$ cat src/rtl/fault_lockout_regs.sv
module fault_lockout_regs #(
  parameter int AW = 8,
  parameter int DW = 8,
  parameter int NCFG = 4,
  parameter logic [AW-1:0] CFG_BASE = 8'h04,
  parameter logic [DW-1:0] REV_VALUE = 8'h41,
  parameter logic [DW-1:0] CFG_RST = '0
) (
  input  logic clk,
  input  logic rst_n,
  input  logic fault_in,
  input  logic cmd_valid,
  input  logic cmd_write,
  input  logic [AW-1:0] cmd_addr,
  input  logic [DW-1:0] cmd_wdata,
  output logic [DW-1:0] rd_data,
  output logic irq,
  output logic [NCFG*DW-1:0] cfg_out
);
  localparam logic [AW-1:0] ADDR_STATUS = '0;
  localparam logic [AW-1:0] ADDR_REV = AW'(1);

  logic [2:0] sync;
  logic abt, pend;
  logic [DW-1:0] cfg [NCFG];
  logic [DW-1:0] rd_val;
  logic [DW-1:0] status_val;

  wire fault_edge = sync[1] & ~sync[2];
  wire is_rd = cmd_valid & ~cmd_write;
  wire is_wr = cmd_valid & cmd_write;
  wire rev_wr = is_wr && cmd_addr == ADDR_REV;
  wire st_rd = is_rd && cmd_addr == ADDR_STATUS;

  assign status_val = {{(DW-2){1'b0}}, pend, abt};
  assign irq = pend;

  always_ff @(posedge clk) begin
    if (!rst_n) sync <= '0;
    else sync <= {sync[1:0], fault_in};
  end

  always_ff @(posedge clk) begin
    if (!rst_n) begin
      abt <= 1'b0;
      pend <= 1'b0;
    end else begin
      if (fault_edge) abt <= 1'b1;
      else if (rev_wr) abt <= 1'b0;
      if (fault_edge) pend <= 1'b1;
      else if (st_rd) pend <= 1'b0;
    end
  end

  always_ff @(posedge clk) begin
    for (int i = 0; i < NCFG; i++) begin
      if (!rst_n || fault_edge) cfg[i] <= CFG_RST;
      else if (is_wr && !abt && cmd_addr == CFG_BASE + AW'(i)) cfg[i] <= cmd_wdata;
    end
  end

  always_comb begin
    rd_val = '0;
    if (cmd_addr == ADDR_STATUS) rd_val = status_val;
    else if (cmd_addr == ADDR_REV) rd_val = REV_VALUE;
    else if (!abt)
      for (int i = 0; i < NCFG; i++)
        if (cmd_addr == CFG_BASE + AW'(i)) rd_val = cfg[i];
  end

  always_ff @(posedge clk) begin
    if (!rst_n) rd_data <= '0;
    else if (is_rd) rd_data <= rd_val;
  end

  for (genvar g = 0; g < NCFG; g++) begin : g_out
    assign cfg_out[g*DW +: DW] = cfg[g];
  end
endmodule

$ cat config.mk
export PLATFORM = sky130hd
export DESIGN_NAME = fault_lockout_regs
export DESIGN_NICKNAME = d
export VERILOG_FILES = /design/src/rtl/fault_lockout_regs.sv
export SDC_FILE = /design/constraint.sdc
export NUM_CORES = 1
export LEC_CHECK = 0
export ABC_CLOCK_PERIOD_IN_PS = 2300
export BUFFER_PORTS_ARGS = -buffer_cell sky130_fd_sc_hd__buf_2
export CORE_ASPECT_RATIO = 0.5
export CORE_MARGIN = 2
export CORE_UTILIZATION = 50
export CTS_CLUSTER_SIZE = 10
export DETAILED_ROUTE_END_ITERATION = 8
export PLACE_DENSITY_LB_ADDON = 0.2
export SLEW_MARGIN = 30
export SYNTH_ARGS = -nofsm -noshare
export SYNTH_HDL_FRONTEND = slang
export SYNTH_SLANG_ARGS = --single-unit
$ cat constraint.sdc
create_clock -name clk -period 2.3 [get_ports clk]
set_input_delay 0.23 -clock clk [delete_from_list [all_inputs] [get_ports clk]]
set_output_delay 0.23 -clock clk [all_outputs]
set_load 0.005 [all_outputs]
==> results of run 1 <==
[cell type report]
| type | count | area (µm²) |
|---|---|---|
| multi-input cells | 99 | 703.2 |
| clock buffers | 5 | 68.82 |
| fillers | 323 | 1370 |
| inverters | 7 | 26.28 |
| well taps | 54 | 67.56 |
| flip-flops and latches | 45 | 1221 |
| repair buffers | 69 | 365.4 |
| clock inverters | 3 | 21.27 |
[worst max-delay path, cell delays in order]
cell and delay (ps):
buf_2 110, nor4_4 360, nand2_2 120, or4_1 670, o32ai_1 330
[power by group through the flow]
stage	Clock, mW	Sequential (mW)	Combinational (mW)
2_1_floorplan	0	0.932	0.0643
3_3_place_gp	0	0.929	0.142
3_5_place_dp	0	0.931	0.144
4_1_cts	0.509	0.912	0.145
5_1_grt	0.542	0.916	0.156
6_report	0.502	0.912	0.143
[cells by family (layout without fill, tap and decap cells)]
logic type | count (synthesis) | in the layout | share of synthesized area [%]
buffers and inverters | 11 | 84 | 2.596
muxes | 8 | 8 | 7.410
DFF | 45 | 45 | 61.81
AOI/OAI and AO/OA | 23 | 23 | 7.663
and+or+nand+nor | 68 | 68 | 20.52
[through the flow]
stage / hold WS (ps) / setup slack (ps) / util (%)
after floorplan: 351.7 / 396.5 / -
after global placement: 417.4 / 476.3 / 62.01
after detailed placement: 430.6 / 384.8 / 62.01
after CTS: 123.9 / 710.7 / 64.36
after global routing: 141.9 / 583.2 / 64.36
final: 127.2 / 684.6 / 64.36
[worst max-delay path by stage]
stage / from / end / slack (ps)
2_1_floorplan: cmd_addr[5] / cfg[1][10] / 400
3_3_place_gp: cmd_addr[5] / rd_data[6] / 480
4_1_cts: cmd_addr[5] / rd_data[6] / 710
6_report: cmd_addr[5] / rd_data[1] / 680
5_1_grt: cmd_addr[5] / rd_data[1] / 580
3_5_place_dp: cmd_addr[5] / rd_data[6] / 380
[registers in the layout (all words and copies together), names as in the netlist]
signal and count:
cfg 32, rd_data 8, sync 3, abt 1
irq 1
[placed cells by master, fill, tap and decap left out, types with 5 or more instances in the layout]
cell type,Yosys,layout
o21ai_0,9,9
clkbuf_8,0,5
and2_1,36,36
nor2_1,5,5
inv_1,7,7
mux4_2,5,5
edfxtp_1,32,32
buf_2,1,61
dfxtp_1,13,13
nand2_1,9,9
buf_4,0,8
[routing by layer]
| metal | share of wire (%) | track usage, % | up-vias |
|---|---|---|---|
| met5 | 0 | 0 | - |
| met4 | 0.82 | 5.882 | 0 |
| met3 | 7.3 | 5.296 | 5 |
| met2 | 47 | 34.66 | 48 |
| met1 | 45 | 28.92 | 699 |
| li1 | - | - | 708 |
==> flow_summary.json, run 1 <==
{
  "outcome": "finished, final reports clean",
  "die_area_mm2": 0.004501,
  "antenna_found_initial": 0,
  "r2r-end": "cfg[0][7]",
  "final_cell_area_mm2": 0.002474,
  "setup_tns_ps": 0,
  "cts_setup_buffers": 0,
  "vias_per_cell": 5.177,
  "slew_headroom_pct": 72.64,
  "rsz0062_at_grt": "no",
  "crit_type": "in2reg",
  "htreeDepth": 2,
  "core-area_mm2": 0.003844,
  "finalSetupViolCount": 0,
  "cp.required_ps": 2510,
  "drc_errors": 0,
  "cts_resized": 0,
  "worstHoldStart": "fault_in",
  "tightest_slew_ps": 410.4,
  "cp_max_fo": 8,
  "ys_seq_area_share_pct": 61.81,
  "p_sw_mw": 0.3778,
  "dp.cells": 274,
  "synthArstFlopShare_pct": 0,
  "synth-seq-cells": 45,
  "grt_pass1_vias": 1470,
  "hold_buffers": 0,
  "internal-power_mw": 1.178,
  "die_h_um": 48.45,
  "insertion_delay_ps": 300,
  "r2r_slack_ps": 800,
  "power_frac_clock_pct": 32.2,
  "power_switching_share_pct": 24.28,
  "finalMaxSlewViolations": 0,
  "io_pins": 62,
  "synthesis.area_mm2": 0.001976,
  "totalWireLength_um": 4497,
  "cellLeakagePower_nw": 1.054,
  "irDropWorstVdd_v": 0.0003041,
  "cts_tree": "done",
  "cp.arrival_ps": 1830,
  "rows": 16,
  "finalCritPeriodShare_pct": 70.24,
  "min_to": "sync[0]",
  "grt_max_degree": 19,
  "p_comb_share_pct": 9.2,
  "synthTopCellsByArea": "edfxtp_1 (49%), dfxtp_1 (13%), and2_1 (11%)",
  "dpl_cell_area_mm2": 0.002384,
  "synth_commonest_cells": "and2_1 (36), edfxtp_1 (32), dfxtp_1 (13), nand2_1 (9), o21ai_0 (9)",
  "via_count": 1460,
  "drt_pass1_iterations": 4,
  "drt_iter0_markers": 69,
  "gp_congestion": 0.8447,
  "grt_pass1_wl_um": 7155,
  "power_frac_seq_pct": 58.6,
  "p_total_mw": 1.556,
  "min_path_type": "in2reg",
  "min_path_cells": 2,
  "area_growth_pct": 25.21,
  "synthDistinctLibCells": 31,
  "root_buffer": "clkbuf_8",
  "ys.flop_type": "edfxtp_1",
  "yosys_warnings": 0,
  "clock_path_buffers": 2,
  "die_width_um": 92.90,
  "io_buffers": 61,
  "finalHoldViolations": 0,
  "clk_pin_slew_ps": 90,
  "track_usage_pct": 21.28,
  "max_freq_mhz": 619.0,
  "synth.most_common_cell": "and2_1",
  "startpoint_type": "primary input",
  "synth_top_area_cell": "edfxtp_1",
  "wl_per_cell_um": 15.95,
  "finalClockSkew_ps": 5.100,
  "drive_gt1_share_pct": 38.60,
  "fin_nets": 248,
  "powerDensity_mw_per_mm2": 629.0,
  "clkSinkCount": 45,
  "n_antenna_cell": 0,
  "dp_hpwl_um": 3255,
  "start_util_pct": 51.40,
  "cts-buffers-inserted": 5,
  "syn_area_per_cell_um2": 12.75,
  "grt-ovfl-total": 0,
  "drv_cap": 0,
  "postRouteAntennaNets": 0,
  "finalNonFillerCells": 282,
  "period_needed_ps": 1615,
  "synth_top_area_share_pct": 48.64,
  "end_kind": "register",
  "synth_edf_count": 32,
  "netlist_instances": 155,
  "worstReg2RegStart": "abt",
  "rr_worst_depth": 4,
  "mappedNetlistNets": 176
}
Note: power is estimated with default switching activity, not from simulation.
==> run 2, diff against run 1 <==
--- a/config.mk
+++ b/config.mk
@@ -5,7 +5,7 @@
 export SDC_FILE = /design/constraint.sdc
 export NUM_CORES = 1
 export LEC_CHECK = 0
-export ABC_CLOCK_PERIOD_IN_PS = 2300
+export ABC_CLOCK_PERIOD_IN_PS = 1500
 export BUFFER_PORTS_ARGS = -buffer_cell sky130_fd_sc_hd__buf_2
 export CORE_ASPECT_RATIO = 0.5
 export CORE_MARGIN = 2
==> constraint.sdc (replaced) <==
create_clock -name clk -period 1.5 [get_ports clk]
set_input_delay 0.15 -clock clk [delete_from_list [all_inputs] [get_ports clk]]
set_output_delay 0.15 -clock clk [all_outputs]
set_load 0.005 [all_outputs]
==> run 2 against run 1 <==
- die area unchanged
- via count grew 5.0%
- combinational power grew 76%
- setup slack worse by 650 ps
- hold slack worse by 66 ps
- final area grew 6.7%
- critical endpoint is now cfg[0][11]
- largest cell class unchanged
- non-clock buffer count grew 11
- sequential power is 54% higher
- power grew 68%
- first-iteration DRC count increased by 23%
==> flow_summary.json, run 2 (same netlist as run 1, synthesis figures left out) <==
{
  "final_common_cell": "buf_2",
  "powerDensity_mw_per_mm2": 988.0,
  "postRouteAntennaNets": 0,
  "dpl_cell_area_mm2": 0.002476,
  "p_sw_mw": 0.6023,
  "drt_pass1_iterations": 5,
  "dr_wl_met3_um": 342,
  "insertion_delay_ps": 300,
  "io_pins": 62,
  "crit_type": "reg2reg",
  "worst-path-buf-inv": 1,
  "drv_cap": 0,
  "tightest_slew_ps": 376.8,
  "path_cells": "and3b_2 > nand3_2 > nor3_1 > buf_4 > and2_1",
  "finalMaxSlewViolations": 0,
  "highest_layer": "met4",
  "finalCritPeriodShare_pct": 97.78,
  "cts-buffers-inserted": 5,
  "internal-power_mw": 2.005,
  "power_frac_clock_pct": 36.7,
  "grt_pass1_vias": 1531,
  "start_util_pct": 51.40,
  "irDropWorstVdd_v": 0.0006118,
  "top_register": "cfg",
  "drt_iter0_markers": 85,
  "finalHoldViolations": 0,
  "min_to": "sync[0]",
  "dp.cells": 285,
  "io_buffers": 61,
  "max_stage_delay_ps": 360,
  "finalNonFillerCells": 293,
  "clk_pin_slew_ps": 90,
  "largestRegisters": "cfg x32, rd_data x8, sync x3",
  "die_h_um": 48.45,
  "hold_buffers": 0,
  "die_width_um": 92.90,
  "finalSetupViolCount": 0,
  "clock_path_buffers": 2,
  "cp.arrival_ps": 1640,
  "final_cell_area_mm2": 0.002639,
  "holdWs_ps": 61.12,
  "slew_headroom_pct": 74.79,
  "grt_pass1_wl_um": 7610,
  "wl_met1_um": 2151,
  "power_frac_seq_pct": 53.7,
  "power_switching_share_pct": 23.10,
  "r2r_slack_ps": 30,
  "n_antenna_cell": 0,
  "cts_tree": "done",
  "die_area_mm2": 0.004501,
  "largest_reg_flops": 32,
  "clkSinkCount": 45,
  "cp.required_ps": 1680,
  "cellLeakagePower_nw": 1.127,
  "worstHoldStart": "fault_in",
  "rr_worst_depth": 5,
  "outcome": "finished, final reports clean",
  "cpLargestDelayFamily": "simple AND/OR/NAND/NOR gates",
  "totalWireLength_um": 4961,
  "mostFrequentLayoutCells": "buf_2 (61), and2_1 (36), edfxtp_1 (32)",
  "dp_hpwl_um": 3610,
  "min_path_cells": 2,
  "root_buffer": "clkbuf_8",
  "max_freq_mhz": 681.8,
  "end_kind": "register",
  "fin_nets": 259,
  "min_path_type": "in2reg",
  "r2r-end": "cfg[0][11]",
  "track_usage_pct": 22.91,
  "vias_per_cell": 5.232,
  "rows": 16,
  "drc_errors": 0,
  "worstReg2RegStart": "abt",
  "period_needed_ps": 1467,
  "wl_per_cell_um": 16.93,
  "via_count": 1533,
  "setup_tns_ps": 0,
  "drive_gt1_share_pct": 44.77,
  "antenna_found_initial": 0,
  "startpoint_type": "register",
  "cts_setup_buffers": 0,
  "area_growth_pct": 33.57,
  "cp_max_fo": 8,
  "core-area_mm2": 0.003844,
  "p_comb_share_pct": 9.6,
  "grt-ovfl-total": 0,
  "finalClockSkew_ps": 5.117,
  "htreeDepth": 2,
  "slowest_stage": "dfxtp_2",
  "gp_congestion": 0.9568,
  "grt_max_degree": 17,
  "wl_met2_um": 2427
}
-- run 2: changes by cell type in the layout (fill, tap and decap cells not counted), moves of 2 or more --
cell / previous run / this run
buf_6: 0 / 3
o21ai_1: 0 / 2
o21ai_0: 9 / 7
nand3_1: 3 / 1
nand3_2: 0 / 2
o31ai_1: 3 / 1
buf_4: 8 / 16
-- run 2: per-stage QoR --
stage	util, %	setup WS (ps)	power (mW)
2_1_floorplan	-	-204.3	1.531
3_3_place_gp	64.42	-94.71	1.661
3_5_place_dp	64.42	-178.2	1.668
4_1_cts	67.90	3.292	2.609
5_1_grt	68.65	-5.373	2.688
6_report	68.65	33.37	2.607
-- run 2: power by group through the flow --
| stage | clock (mW) | combinational, mW | sequential [mW] |
|---|---|---|---|
| 2_1_floorplan | 0 | 0.101 | 1.43 |
| 3_3_place_gp | 0 | 0.236 | 1.43 |
| 3_5_place_dp | 0 | 0.239 | 1.43 |
| 4_1_cts | 0.965 | 0.245 | 1.40 |
| 5_1_grt | 1.01 | 0.271 | 1.41 |
| 6_report | 0.957 | 0.251 | 1.40 |
-- run 2: cell type report --
class                      count  area (µm²)
sequential                    45        1222
fill                         299        1205
clock inverter                 3       50.05
timing repair buffer          80       459.2
tap                           54       67.56
multi-input combinational     99       744.5
clock buffer                   5       68.82
inverter                       7       26.28
-- run 2: repair_timing --
item / 4_1_cts / 5_1_grt
gates resized for setup: 4 / 8
pin swaps: 1 / 1
setup endpoints to repair: 16 / 56
-- run 2: how the worst max path moves through the flow --
stage                           start         end  cells after the start
after floorplan                   abt  cfg[0][10]                      3
after global placement    cmd_addr[5]  rd_data[3]                      6
after detailed placement  cmd_addr[5]  rd_data[7]                      6
after CTS                         abt   cfg[0][1]                      4
after global routing              abt   cfg[0][8]                      5
final                             abt  cfg[0][11]                      5
-- run 2: metal layers --
| metal | vias to the layer above | global-route usage [%] |
|---|---|---|
| li1 | 726 | - |
| met1 | 735 | 30.61 |
| met2 | 64 | 38.77 |
| met3 | 8 | 5.763 |
| met4 | 0 | 4.412 |
| met5 | - | 0 |
